<file path="config.mk">
export PLATFORM = sky130hd
export DESIGN_NAME = exc_entry_seq
export DESIGN_NICKNAME = d
export VERILOG_FILES = /design/src/rtl/exc_seq_pkg.sv /design/src/rtl/exc_classify.sv /design/src/rtl/exc_restart_calc.sv /design/src/rtl/exc_vector_sel.sv /design/src/rtl/exc_entry_seq.sv
export SDC_FILE = /design/constraint.sdc
export NUM_CORES = 1
export LEC_CHECK = 0
export ABC_AREA = 1
export BUFFER_PORTS_ARGS = -buffer_cell sky130_fd_sc_hd__buf_2
export CORE_AREA = 3 3 151 153
export CTS_CLUSTER_SIZE = 40
export DETAILED_ROUTE_END_ITERATION = 12
export DIE_AREA = 0 0 154 156
export PLACE_DENSITY = 0.73
export SLEW_MARGIN = 20
export SYNTH_ARGS = -nofsm -noshare
export SYNTH_HDL_FRONTEND = slang
export SYNTH_SLANG_ARGS = --single-unit
</file>
<file path="constraint.sdc">
create_clock -name clk -period 1.59 [get_ports clk]
set_input_delay 0.0795 -clock clk [delete_from_list [all_inputs] [get_ports clk]]
set_output_delay 0.0795 -clock clk [all_outputs]
set_load 0.01 [all_outputs]
</file>
<file path="src/rtl/exc_seq_pkg.sv">
package exc_seq_pkg;

   typedef enum logic [3:0] {
      EK_RESET   = 4'd0,
      EK_SOFTRST = 4'd1,
      EK_NMI     = 4'd2,
      EK_INT     = 4'd3,
      EK_REFILL  = 4'd4,
      EK_COPU    = 4'd5,
      EK_GENERAL = 4'd6,
      EK_DSS     = 4'd7,
      EK_DBP     = 4'd8,
      EK_DDBL    = 4'd9,
      EK_DDBS    = 4'd10,
      EK_DIB     = 4'd11,
      EK_DINT    = 4'd12
   } exc_kind_e;

   typedef enum logic [1:0] {
      PATH_GEN = 2'd0,
      PATH_ERR = 2'd1,
      PATH_DBG = 2'd2
   } exc_path_e;

   localparam int CAUSE_W      = 32;
   localparam int CAUSE_BD_BIT = 31;
   localparam int CAUSE_CE_LO  = 28;
   localparam int CAUSE_CODE_LO = 2;
   localparam int CODE_W       = 5;
   localparam logic [CODE_W-1:0] CODE_INT  = 5'd0;
   localparam logic [CODE_W-1:0] CODE_COPU = 5'd11;

   localparam int DBG_MIN_W = 6;

endpackage

</file>
<file path="src/rtl/exc_classify.sv">
module exc_classify
   import exc_seq_pkg::*;
#(
   parameter int DBG_W = 6
) (
   input  exc_kind_e        kind_i,
   input  logic             in_debug_i,
   output exc_kind_e        eff_o,
   output exc_path_e        path_o,
   output logic [DBG_W-1:0] dbg_set_o
);

   initial assert (DBG_W >= DBG_MIN_W)
      else $error("exc_classify: DBG_W must be at least %0d", DBG_MIN_W);

   always_comb begin
      eff_o = kind_i;
      if (kind_i == EK_INT && in_debug_i)
         eff_o = EK_DINT;
   end

   always_comb begin
      dbg_set_o = '0;
      unique case (eff_o)
         EK_RESET, EK_SOFTRST, EK_NMI: path_o = PATH_ERR;
         EK_DSS:  begin path_o = PATH_DBG; dbg_set_o[0] = 1'b1; end
         EK_DBP:  begin path_o = PATH_DBG; dbg_set_o[1] = 1'b1; end
         EK_DDBL: begin path_o = PATH_DBG; dbg_set_o[2] = 1'b1; end
         EK_DDBS: begin path_o = PATH_DBG; dbg_set_o[3] = 1'b1; end
         EK_DIB:  begin path_o = PATH_DBG; dbg_set_o[4] = 1'b1; end
         EK_DINT: begin path_o = PATH_DBG; dbg_set_o[5] = 1'b1; end
         default: path_o = PATH_GEN;
      endcase
   end

endmodule

</file>
<file path="src/rtl/exc_restart_calc.sv">
module exc_restart_calc
   import exc_seq_pkg::*;
#(
   parameter int XLEN       = 32,
   parameter int INSN_BYTES = 4
) (
   input  exc_path_e       path_i,
   input  exc_kind_e       eff_i,
   input  logic [XLEN-1:0] cur_pc_i,
   input  logic            in_dslot_i,
   input  logic            st_exl_i,
   input  logic [XLEN-1:0] epc_i,
   input  logic [XLEN-1:0] errepc_i,
   input  logic [XLEN-1:0] depc_i,
   input  logic            bd_i,
   output logic [XLEN-1:0] epc_o,
   output logic [XLEN-1:0] errepc_o,
   output logic [XLEN-1:0] depc_o,
   output logic            bd_o
);

   localparam logic [XLEN-1:0] STEP = XLEN'(INSN_BYTES);

   initial assert (INSN_BYTES > 0)
      else $error("exc_restart_calc: INSN_BYTES must be positive");

   logic [XLEN-1:0] slot_pc;
   assign slot_pc = in_dslot_i ? (cur_pc_i - STEP) : cur_pc_i;

   always_comb begin
      epc_o    = epc_i;
      errepc_o = errepc_i;
      depc_o   = depc_i;
      bd_o     = bd_i;
      unique case (path_i)
         PATH_GEN: begin
            if (!st_exl_i) begin
               epc_o = slot_pc;
               bd_o  = in_dslot_i;
            end
         end
         PATH_ERR: begin
            errepc_o = slot_pc;
            if (!st_exl_i) bd_o = 1'b0;
         end
         PATH_DBG: begin
            depc_o = (eff_i == EK_DSS) ? cur_pc_i : slot_pc;
            if (!st_exl_i) bd_o = 1'b0;
         end
         default: ;
      endcase
   end

endmodule

</file>
<file path="src/rtl/exc_vector_sel.sv">
module exc_vector_sel
   import exc_seq_pkg::*;
#(
   parameter int              XLEN          = 32,
   parameter int              ALIGN_BITS    = 10,
   parameter bit              USE_IV        = 1'b1,
   parameter logic [XLEN-1:0] BOOT_GEN_BASE = 32'hBFC0_0200,
   parameter logic [XLEN-1:0] RESET_VEC     = 32'hBFC0_0000,
   parameter logic [XLEN-1:0] DEBUG_VEC     = 32'hBFC0_0480,
   parameter logic [XLEN-1:0] OFF_REFILL    = 32'h0000_0000,
   parameter logic [XLEN-1:0] OFF_INTV      = 32'h0000_0200,
   parameter logic [XLEN-1:0] OFF_COMMON    = 32'h0000_0180
) (
   input  exc_path_e       path_i,
   input  exc_kind_e       eff_i,
   input  logic            st_bev_i,
   input  logic            st_iv_i,
   input  logic            st_exl_i,
   input  logic [XLEN-1:0] ebase_i,
   output logic [XLEN-1:0] pc_o
);

   localparam logic [XLEN-1:0] LOW_MASK = XLEN'((64'd1 << ALIGN_BITS) - 64'd1);

   initial assert (ALIGN_BITS > 0 && ALIGN_BITS < XLEN)
      else $error("exc_vector_sel: ALIGN_BITS out of range");

   logic            iv_hit;
   logic [XLEN-1:0] gen_base;
   logic [XLEN-1:0] offset;

   generate
      if (USE_IV) begin : g_iv
         assign iv_hit = st_iv_i;
      end else begin : g_no_iv
         assign iv_hit = 1'b0;
      end
   endgenerate

   assign gen_base = st_bev_i ? BOOT_GEN_BASE : (ebase_i & ~LOW_MASK);

   always_comb begin
      offset = OFF_COMMON;
      if (eff_i == EK_REFILL && !st_exl_i)
         offset = OFF_REFILL;
      else if (eff_i == EK_INT && iv_hit)
         offset = OFF_INTV;
   end

   always_comb begin
      unique case (path_i)
         PATH_ERR: pc_o = RESET_VEC;
         PATH_DBG: pc_o = DEBUG_VEC;
         default:  pc_o = gen_base + offset;
      endcase
   end

endmodule

</file>
<file path="src/rtl/exc_entry_seq.sv">
module exc_entry_seq
   import exc_seq_pkg::*;
#(
   parameter int              XLEN          = 32,
   parameter int              INSN_BYTES    = 4,
   parameter int              ALIGN_BITS    = 10,
   parameter int              DBG_W         = 6,
   parameter bit              OUT_REG       = 1'b1,
   parameter bit              USE_IV        = 1'b1,
   parameter logic [XLEN-1:0] BOOT_GEN_BASE = 32'hBFC0_0200,
   parameter logic [XLEN-1:0] RESET_VEC     = 32'hBFC0_0000,
   parameter logic [XLEN-1:0] DEBUG_VEC     = 32'hBFC0_0480
) (
   input  logic               clk,
   input  logic               rst_n,
   input  logic               req_valid,
   input  logic [3:0]         req_kind,
   input  logic [CODE_W-1:0]  req_code,
   input  logic [1:0]         cop_num,
   input  logic [XLEN-1:0]    cur_pc,
   input  logic               in_dslot,
   input  logic               in_debug,
   input  logic               st_exl,
   input  logic               st_erl,
   input  logic               st_bev,
   input  logic               st_iv,
   input  logic               st_nmi,
   input  logic               st_sr,
   input  logic [XLEN-1:0]    ebase,
   input  logic [XLEN-1:0]    epc_in,
   input  logic [XLEN-1:0]    errepc_in,
   input  logic [XLEN-1:0]    depc_in,
   input  logic [CAUSE_W-1:0] cause_in,
   input  logic [DBG_W-1:0]   debug_in,
   output logic               out_valid,
   output logic [XLEN-1:0]    new_pc,
   output logic [XLEN-1:0]    epc_out,
   output logic [XLEN-1:0]    errepc_out,
   output logic [XLEN-1:0]    depc_out,
   output logic               exl_out,
   output logic               erl_out,
   output logic               bev_out,
   output logic               nmi_out,
   output logic               sr_out,
   output logic               dbgmode_out,
   output logic               user_out,
   output logic               dslot_out,
   output logic [CAUSE_W-1:0] cause_out,
   output logic [DBG_W-1:0]   debug_out
);

   localparam int FLAG_W = 8;
   localparam int BW     = 4 * XLEN + CAUSE_W + DBG_W + FLAG_W;
   localparam logic [XLEN-1:0] STEP = XLEN'(INSN_BYTES);

   initial assert (XLEN >= 32)
      else $error("exc_entry_seq: XLEN must be at least 32");

   exc_kind_e        kind;
   exc_kind_e        eff;
   exc_path_e        path;
   logic [DBG_W-1:0] dbg_set;
   logic [XLEN-1:0]  pc_nx, epc_nx, errepc_nx, depc_nx;
   logic             bd_nx;
   logic [CODE_W-1:0] code_nx;
   logic [CAUSE_W-1:0] cause_nx;
   logic [FLAG_W-1:0] flags_nx;
   logic [BW-1:0]    bundle_nx;
   logic [BW-1:0]    bundle;

   assign kind = exc_kind_e'(req_kind);

   exc_classify #(.DBG_W(DBG_W)) u_classify (
      .kind_i     (kind),
      .in_debug_i (in_debug),
      .eff_o      (eff),
      .path_o     (path),
      .dbg_set_o  (dbg_set)
   );

   exc_restart_calc #(.XLEN(XLEN), .INSN_BYTES(INSN_BYTES)) u_restart (
      .path_i     (path),
      .eff_i      (eff),
      .cur_pc_i   (cur_pc),
      .in_dslot_i (in_dslot),
      .st_exl_i   (st_exl),
      .epc_i      (epc_in),
      .errepc_i   (errepc_in),
      .depc_i     (depc_in),
      .bd_i       (cause_in[CAUSE_BD_BIT]),
      .epc_o      (epc_nx),
      .errepc_o   (errepc_nx),
      .depc_o     (depc_nx),
      .bd_o       (bd_nx)
   );

   exc_vector_sel #(
      .XLEN          (XLEN),
      .ALIGN_BITS    (ALIGN_BITS),
      .USE_IV        (USE_IV),
      .BOOT_GEN_BASE (BOOT_GEN_BASE),
      .RESET_VEC     (RESET_VEC),
      .DEBUG_VEC     (DEBUG_VEC)
   ) u_vector (
      .path_i   (path),
      .eff_i    (eff),
      .st_bev_i (st_bev),
      .st_iv_i  (st_iv),
      .st_exl_i (st_exl),
      .ebase_i  (ebase),
      .pc_o     (pc_nx)
   );

   // Cause code selection for the general path
   always_comb begin
      unique case (eff)
         EK_INT:  code_nx = CODE_INT;
         EK_COPU: code_nx = CODE_COPU;
         default: code_nx = req_code;
      endcase
   end

   always_comb begin
      cause_nx = cause_in;
      cause_nx[CAUSE_BD_BIT] = bd_nx;
      if (path == PATH_GEN) begin
         cause_nx[CAUSE_CODE_LO +: CODE_W] = code_nx;
         if (eff == EK_COPU)
            cause_nx[CAUSE_CE_LO +: 2] = cop_num;
      end
   end

   // Flag order: exl, erl, bev, nmi, sr, debug mode, user, delay slot
   assign flags_nx = {
      st_exl   | (path == PATH_GEN),
      st_erl   | (path == PATH_ERR),
      st_bev   | (path == PATH_ERR),
      st_nmi   | (eff == EK_NMI),
      st_sr    | (eff == EK_SOFTRST),
      in_debug | (path == PATH_DBG),
      1'b0,
      1'b0
   };

   assign bundle_nx = {pc_nx, epc_nx, errepc_nx, depc_nx, cause_nx,
                       debug_in | dbg_set, flags_nx};

   assign {new_pc, epc_out, errepc_out, depc_out, cause_out, debug_out,
           exl_out, erl_out, bev_out, nmi_out, sr_out, dbgmode_out,
           user_out, dslot_out} = bundle;

   generate
      if (OUT_REG) begin : g_reg
         logic [BW-1:0] bundle_q;
         logic          valid_q;

         always_ff @(posedge clk or negedge rst_n) begin
            if (!rst_n) begin
               bundle_q <= '0;
               valid_q  <= 1'b0;
            end else begin
               valid_q <= req_valid;
               if (req_valid) bundle_q <= bundle_nx;
            end
         end

         assign bundle    = bundle_q;
         assign out_valid = valid_q;

         a_r1_slot_restart: assert property (@(posedge clk) disable iff (!rst_n)
            (out_valid && $past(path == PATH_GEN && !st_exl && in_dslot))
            |-> (epc_out == $past(cur_pc) - STEP) && cause_out[CAUSE_BD_BIT] && exl_out);

         a_r2_level_holds: assert property (@(posedge clk) disable iff (!rst_n)
            (out_valid && $past(path == PATH_GEN && st_exl))
            |-> (epc_out == $past(epc_in)) && exl_out
                && (cause_out[CAUSE_BD_BIT] == $past(cause_in[CAUSE_BD_BIT])));

         a_r6_error_entry: assert property (@(posedge clk) disable iff (!rst_n)
            (out_valid && $past(path == PATH_ERR))
            |-> erl_out && bev_out && (new_pc == RESET_VEC) && (epc_out == $past(epc_in)));

         a_r7_debug_entry: assert property (@(posedge clk) disable iff (!rst_n)
            (out_valid && $past(path == PATH_DBG))
            |-> dbgmode_out && (new_pc == DEBUG_VEC)
                && ($countones(debug_out & ~$past(debug_in)) <= 1));

         a_r9_step_plain_pc: assert property (@(posedge clk) disable iff (!rst_n)
            (out_valid && $past(eff == EK_DSS)) |-> (depc_out == $past(cur_pc)));

         a_r10_mode_cleared: assert property (@(posedge clk) disable iff (!rst_n)
            out_valid |-> (!user_out && !dslot_out));

         a_r12_no_spurious: assert property (@(posedge clk) disable iff (!rst_n)
            (out_valid != $past(req_valid)) |-> 1'b0);
      end else begin : g_comb
         assign bundle    = bundle_nx;
         assign out_valid = req_valid;
      end
   endgenerate

endmodule

</file>
==> out/results.md, run 1 <==
| Quantity | This run |
|---|---|
| Status | completed |
| Number of cells in the finished layout apart from fillers | 2160 |
| Power Internal | 8.51 mW |
| GP Congestion | 0.966 |
| Leakage | 7.34 nW |
| Synthesized instance count | 1283 |
| Total I/O pin count | 395 |
| Starting utilization of the core area | 42.8% |
| HPWL reported at the end of detailed placement | 28.0 mm |
| Number of detailed-route iterations in the first pass | 6 |
| Ranking of synthesized cells by area | dfrtp_1 (45%), nand2_1 (13%), nor2_1 (8.1%) |
| Kind of capture point of the worst setup path | flip-flop |
| All-Layer GR Usage | 31.1% |
| Syn avg cell area | 7.24 um^2 |
| Power per cell area | 863 nW/um^2 |
| Post-layout min period | 1.53 ns |
| Number of standard-cell rows in the floorplan | 54 |
| Die boundary height | 156 um |
| Die boundary width | 154 um |
| Avg Vias per Cell | 5.14 |
| Overall Power | 12.5 mW |
| Final hold viol count | 0 |
| Reg2Reg Launch Point | bundle[151]$_DFFE_PN0P_ |
| Placed cells | 1970 |
| Global-route wire length before repair | 59.3 mm |
| Share of synthesized flip-flops with an asynchronous set or reset | 100% |
| Number of synthesis warnings | 0 |
| Setup repair after global routing missed its margin | yes |
| Critical path origin | req_kind[1] |
| Comb power frac | 24.9% |
| Cells on Worst Hold Path | 3 |
| Layout cell share with drive strength beyond 1 | 31.0% |
| Commonest non-fill, non-tap cells in the layout | buf_2 (371), nand2_1 (324), nor2_1 (198) |
| Kind of path behind the tightest hold check | primary input to flip-flop |
| Number of antenna violations at the first check in global routing | 7 |
| Largest stage delay on the critical path | 0.14 ns |
| Via count of the first global-routing pass | 11.0k |
| Max Fclk | 652 MHz |
| Seq/Total Area, Yosys | 44.7% |
| Fin crit share | 96.5% |
| Proportion of netlist area held by the largest area contributor | 44.7% |
| Worst vdd rail ir drop | 0.752 mV |
| FF+latch count, synth | 166 |
| Slack of the worst reg-to-reg path | 0.85 ns |
| Crit path depth | 20 |
| Sequential Power Share | 39.7% |
| Post-route antenna net violation count | 0 |
| Core Footprint | 21700 um^2 |
| Critical Path AT | 1.85 ns |
| End point of the critical path | bundle[171]$_DFFE_PN0P_ |
| Die Area | 24000 um^2 |
| Clock tree from TritonCTS | done |
| Startpoint type of the worst setup path | primary input |
| Clk slew on worst S/H paths | 0.07 ns |
| Maximum number of pins on one net before global-route repair | 69 |
| Max-cap check violation count | 0 |
| Total clock buffers created by CTS | 17 |
| Crit path max fanout | 5 |
| Cell mode on critical path | nand2_4 |
| Fill cells | 1822 |
| Overall routed net length | 38.9 mm |
| Total negative setup slack | 0 ns |
| Count of flip-flops with a built-in enable after synthesis | 0 |
| Required time at the worst-slack endpoint | 1.91 ns |
| CTS sink count | 166 |
| Post-placement cell area | 12200 um^2 |
| Number of levels in the clock H-tree | 4 |
| Cell type contributing the most total cell area after synthesis | dfrtp_1 |
| Power dissipated by switching net loads | 4.00 mW |
| Util after Layout | 66.8% |
| Depth of the most critical reg-to-reg path | 1 |
| Root Buffer | clkbuf_16 |
| Most common cell after layout, fill and taps aside | buf_2 |
| Setup Skew | 0 ns |
| Remaining DRCs | 0 |
| GRT Residual Overflow | 0 |
| Synth Cell Area | 9290 um^2 |
| Net switching share of the total power | 32.0% |
| Cell breakdown of the critical path | buf_4 > nand2_8 > inv_6 > nand3_4 > nand2_4 > nor2_4 > nand3_4 > inv_2 > ha_4 > nand2_4 > nor2_4 > nand2_4 > buf_6 > clkinvlp_4 > buf_4 > nand3_1 > o21ai_0 > nand3_1 > nand2_1 > nand2_1 |
| Routed length per instance | 18.0 um |
| Multi-input logic area | 4630 um^2 |
| Number of unique standard cell types used by synthesis | 42 |
| Post-layout instance area | 14500 um^2 |
| DRC marker count from the first detailed-route iteration | 840 |
| Area taken by flip-flops and latches | 4150 um^2 |
| Path type of the worst setup path | primary input to flip-flop |
| Reg-to-reg critical path endpoint | bundle[151]$_DFFE_PN0P_ |
| Clock Latency Late Sink | 0.44 ns |
| Layout Area Growth over Synthesis | 56.1% |
| Number of pins exceeding their max-slew limit in the final report | 0 |
| Top_reg_cell synth | dfrtp_1 |
| Buffers & Inverters on Critical Path | 6 |
| Post-layout net count | 2091 |
| Power share of the clock group | 35.4% |
| Total setup violations reported at the end of the flow | 0 |
| Number of input and output port buffers inserted | 375 |
| Maximum clock insertion buffer count | 2 |
| Slowest CP cell | buf_4 |
| Via count of the routed design | 11.1k |
| Cell class contributing the biggest share of worst-path delay | simple AND/OR/NAND/NOR gates |
[synthesized netlist by cell type, types with 2 or more instances]
cell type	instances
a21oi_1	131
a22o_1	2
a31oi_1	5
a32o_1	4
buf_1	4
buf_2	13
buf_4	10
clkbuf_1	46
dfrtp_1	166
ha_1	6
inv_1	84
inv_2	6
nand2_1	330
nand2_2	6
nand2_4	3
nand3_1	52
nand3_2	3
nand4_1	14
nor2_1	201
nor2_2	10
nor2_4	6
nor2_8	3
nor3_1	2
o211ai_1	5
o21ai_0	113
o21ai_1	28
o21bai_1	4
o22ai_1	2
or2_2	2
xnor2_1	2
xor2_1	8
xor2_2	2
[cells by family after synthesis]
kind of cell | share of synthesized area (%)
xor+xnor | 1.29
compound gates | 16.8
other cells | 0.0404
flops | 44.7
simple gates | 29.0
fa+ha+maj | 0.808
buf+inv | 7.38
[worst min path at each step]
| stage | slack [ns] | from | endpoint |
|---|---|---|---|
| global route | 0.004 | depc_in[27] | bundle[73]$_DFFE_PN0P_ |
| finish | 0.01 | epc_in[16] | bundle[126]$_DFFE_PN0P_ |
| global placement | -0.03 | rst_n | bundle[100]$_DFFE_PN0P_ |
| floorplan | -0.22 | rst_n | bundle[100]$_DFFE_PN0P_ |
| CTS | 0.001 | epc_in[16] | bundle[126]$_DFFE_PN0P_ |
| detailed placement | -0.03 | rst_n | bundle[100]$_DFFE_PN0P_ |
[registers in the layout, indices dropped and copies added (netlist names)]
signal / count
out_valid: 1
bundle: 165
[metal layers]
layer / GRT usage, % / share of wire [%] / up-vias
met3: 8.13 / 7.8 / 74
met1: 36.1 / 39 / 5212
met5: 0 / 0.21 / -
li1: - / - / 5296
met4: 10.2 / 2.5 / 12
met2: 55.9 / 51 / 518
[metrics by stage]
| stage | hold WS (ns) | setup WS [ns] |
|---|---|---|
| 2_1_floorplan | -0.216 | -0.181 |
| 3_3_place_gp | -0.0345 | -0.461 |
| 3_5_place_dp | -0.0316 | -0.466 |
| 4_1_cts | 0.00116 | 0.00869 |
| 5_1_grt | 0.00407 | -0.0138 |
| 6_report | 0.0136 | 0.0557 |
[final cells by class]
cell class / instances / share of cell area, %
clock inverters: 14 / 1.26
clock buffers: 18 / 3.03
inverters: 91 / 2.52
well taps: 280 / 2.42
repair buffers: 629 / 30.1
multi-input cells: 960 / 31.9
diodes: 2 / 0.0345
flip-flops and latches: 166 / 28.7
[timing repair]
| action | in CTS | in global routing |
|---|---|---|
| pin swaps | 1 | 15 |
| resized for setup | 1 | 26 |
| buffers inserted | 0 | 5 |
| endpoints found under the hold margin | 306 | 0 |
| setup endpoints to repair | 2 | 97 |
| hold buffers | 151 | 0 |
[power by group through the flow]
stage / Clock [mW] / Sequential [mW] / Combinational, mW
6_report: 4.43 / 4.97 / 3.11
5_1_grt: 4.66 / 5.01 / 3.39
4_1_cts: 4.48 / 4.95 / 3.07
3_5_place_dp: 0 / 5.02 / 2.77
3_3_place_gp: 0 / 5.02 / 2.73
2_1_floorplan: 0 / 5.22 / 1.07
No activity file was read; power rests on OpenSTA's default activity.
==> run 2: changes to the inputs <==
--- a/config.mk
+++ b/config.mk
@@ -11,6 +11,7 @@
 export CTS_CLUSTER_SIZE = 40
 export DETAILED_ROUTE_END_ITERATION = 12
 export DIE_AREA = 0 0 154 156
+export MAX_ROUTING_LAYER = met4
 export PLACE_DENSITY = 0.73
 export SLEW_MARGIN = 20
 export SYNTH_ARGS = -nofsm -noshare
==> run 2 against run 1 <==
Against the previous run: routed wire length increased by 2.9%; setup slack got worse by 0.0072 ns; final area increased by 0.19%; critical path depth decreased by 2; first-iteration DRC count increased by 0.95%; combinational power increased by 1%; global-route usage increased by 1.6 points; utilization increased by 0.13 points; hold slack got worse by 0.0043 ns.
==> out/results.md, run 2 (synthesis gave the netlist of run 1 again) <==
| Quantity | This run | Change |
|---|---|---|
| Number of antenna violations at the first check in global routing | 7 | unchanged |
| Most common cell after layout, fill and taps aside | buf_2 |  |
| Buffers & Inverters on Critical Path | 4 | -2 |
| Die boundary height | 156 um | unchanged |
| Startpoint type of the worst setup path | primary input |  |
| Power share of the clock group | 36.2% | +0.8 points |
| Post-route antenna net violation count | 0 | unchanged |
| Layout cell share with drive strength beyond 1 | 31.3% | +0.29 points |
| Root Buffer | clkbuf_16 |  |
| DRC marker count from the first detailed-route iteration | 848 | +0.95% |
| Fin crit share | 96.9% | +0.45 points |
| Number of levels in the clock H-tree | 4 | unchanged |
| Avg Vias per Cell | 5.16 | +0.39% |
| Final hold viol count | 0 | unchanged |
| Routed length per instance | 18.5 um | +2.6% |
| Slowest CP cell | a22o_1 |  |
| Cell breakdown of the critical path | buf_8 > nand2_8 > inv_6 > nand3_4 > nand2_4 > nor2_4 > nand3_4 > inv_2 > ha_4 > nand2_4 > nor2_4 > nand2_4 > nor2_8 > nand2_4 > nor2_4 > buf_4 > nor2_1 > a22o_1 |  |
| Commonest non-fill, non-tap cells in the layout | buf_2 (371), nand2_1 (323), nor2_1 (198) |  |
| Fill cells | 1833 | +0.60% |
| Maximum number of pins on one net before global-route repair | 102 | +48% |
| Core Footprint | 21700 um^2 | unchanged |
| Overall routed net length | 40.0 mm | +2.9% |
| Overall Power | 12.7 mW | +1.7% |
| GRT Residual Overflow | 0 | unchanged |
| Die Area | 24000 um^2 | unchanged |
| Clock tree from TritonCTS | done |  |
| Comb power frac | 24.8% | about the same |
| Crit path max fanout | 5 | unchanged |
| Starting utilization of the core area | 42.8% | unchanged |
| Total setup violations reported at the end of the flow | 0 | unchanged |
| Layout Area Growth over Synthesis | 56.4% |  |
| Remaining DRCs | 0 | unchanged |
| Leakage | 7.36 nW | +0.34% |
| Power per cell area | 876 nW/um^2 | +1.6% |
| Power dissipated by switching net loads | 3.97 mW | -0.87% |
| Critical Path AT | 1.85 ns | about the same |
| Total clock buffers created by CTS | 17 | unchanged |
| Actual slew at the worst max-slew pin | 0.536 ns |  |
| Post-layout min period | 1.54 ns | +0.00720 ns |
| Via count of the routed design | 11.2k | +0.71% |
| Net switching share of the total power | 31.2% | -0.82 points |
| Total I/O pin count | 395 | unchanged |
| Number of input and output port buffers inserted | 375 | unchanged |
| Number of detailed-route iterations in the first pass | 7 | +1 |
| Post-placement cell area | 12200 um^2 | about the same |
| Number of pins exceeding their max-slew limit in the final report | 0 | unchanged |
| Kind of path behind the tightest hold check | primary input to flip-flop |  |
| Die boundary width | 154 um | unchanged |
| GP Congestion | 1.03 | +7.0% |
| Global-route wire length before repair | 60.4 mm | +1.9% |
| Total negative setup slack | 0 ns | unchanged |
| Worst vdd rail ir drop | 0.782 mV | +4.0% |
| Status | completed |  |
| Sequential Power Share | 39.0% | -0.7 points |
| Largest stage delay on the critical path | 0.19 ns | +0.05 ns |
| HPWL reported at the end of detailed placement | 28.1 mm | +0.34% |
| Cell mode on critical path | nand2_4 |  |
| All-Layer GR Usage | 32.7% | +1.6 points |
| Maximum clock insertion buffer count | 2 | unchanged |
| Placed cells | 1974 | +0.20% |
| Power Internal | 8.76 mW | +3.0% |
| Post-layout instance area | 14500 um^2 | +0.19% |
| Cell class contributing the biggest share of worst-path delay | simple AND/OR/NAND/NOR gates |  |
| Post-layout net count | 2094 | +0.14% |
| Worst slew margin | 64.3% |  |
| Max FFs per register | 165 | unchanged |
| Number of cells in the finished layout apart from fillers | 2167 | +0.32% |
| Setup repair after global routing missed its margin | yes |  |
| Path type of the worst setup path | primary input to flip-flop |  |
| Clock Latency Late Sink | 0.42 ns | -0.02 ns |
| CTS sink count | 166 | unchanged |
| Max Fclk | 649 MHz | -0.47% |
| Number of standard-cell rows in the floorplan | 54 | unchanged |
| Required time at the worst-slack endpoint | 1.90 ns | about the same |
| Max-cap check violation count | 0 | unchanged |
| Setup Skew | 0 ns | unchanged |
| Kind of capture point of the worst setup path | flip-flop |  |
| Via count of the first global-routing pass | 11.0k | +0.10% |
| Clk slew on worst S/H paths | 0.07 ns | about the same |
run 2: cell types whose count changed in the layout (fill, tap and decap cells not counted), sizes merged:
cell	delta
inv	+1
dlygate4sd3	-7
clkinv	-1
clkinvlp	-2
bufinv	+2
diode	+5
clkbuf	+1
buf	+8
run 2: layout make-up:
| class | instances | area, um^2 | area share [%] |
|---|---|---|---|
| diodes | 7 | 17.5 | 0.121 |
| clock buffers | 17 | 425 | 2.93 |
| clock inverters | 14 | 214 | 1.47 |
| inverters | 91 | 364 | 2.51 |
| multi-input cells | 960 | 4620 | 31.8 |
| flip-flops and latches | 166 | 4150 | 28.6 |
| well taps | 280 | 350 | 2.41 |
| repair buffers | 632 | 4380 | 30.2 |
run 2: worst paths after layout:
path | start | end | slack, ns | cells past startpoint
max in group asynchronous | rst_n | bundle[58]$_DFFE_PN0P_ | 0.81 | 3
worst max-delay path | req_kind[0] | bundle[159]$_DFFE_PN0P_ | 0.05 | 18
worst min register to register | bundle[29]$_DFFE_PN0P_ | bundle[29]$_DFFE_PN0P_ | 0.47 | 2
worst max register to register | bundle[159]$_DFFE_PN0P_ | bundle[159]$_DFFE_PN0P_ | 0.85 | 1
worst min-delay path | epc_in[14] | bundle[124]$_DFFE_PN0P_ | 0.009 | 3
min in group asynchronous | rst_n | bundle[138]$_DFFE_PN0P_ | 0.20 | 2
run 2: what timing repair did:
action                     in CTS  in global routing
gates cloned                    0                  2
setup endpoints to repair       5                 67
hold buffers                  144                  0
hold endpoints to repair      276                  0
pin swaps                       3                 17
resized for setup               1                 28
setup buffers                   0                  9
run 2: worst min-delay path, delay by kind of cell:
kind                   cells  cell delay [ns]
AOI/OAI and AO/OA          2             0.22
buffers and inverters      1             0.08
run 2: per-stage QoR:
stage / hold WS [ns] / utilization, % / setup WS [ns]
after CTS: 0.000480 / 65.9 / 0.000693
after detailed placement: 0.0480 / 56.4 / -0.508
after global routing: 0.0190 / 67.0 / -0.0319
final: 0.00934 / 67.0 / 0.0485
after floorplan: -0.216 / - / -0.181
after global placement: 0.0502 / 56.4 / -0.442
run 2: power groups by stage:
stage / sequential, mW / combinational (mW) / clock (mW)
after detailed placement: 5.02 / 2.77 / 0
after floorplan: 5.22 / 1.07 / 0
after global routing: 5.01 / 3.44 / 4.85
after CTS: 4.95 / 3.05 / 4.66
after global placement: 5.02 / 2.73 / 0
final: 4.96 / 3.15 / 4.61
run 2: per-layer routing:
layer  GRT usage (%)  wire length, um  up-vias
met2            56.5            20200      579
met4            10.8             1350        0
met1            38.1            15200     5212
met5               -                0        -
met3            6.96             3200       84
li1                -                -     5316
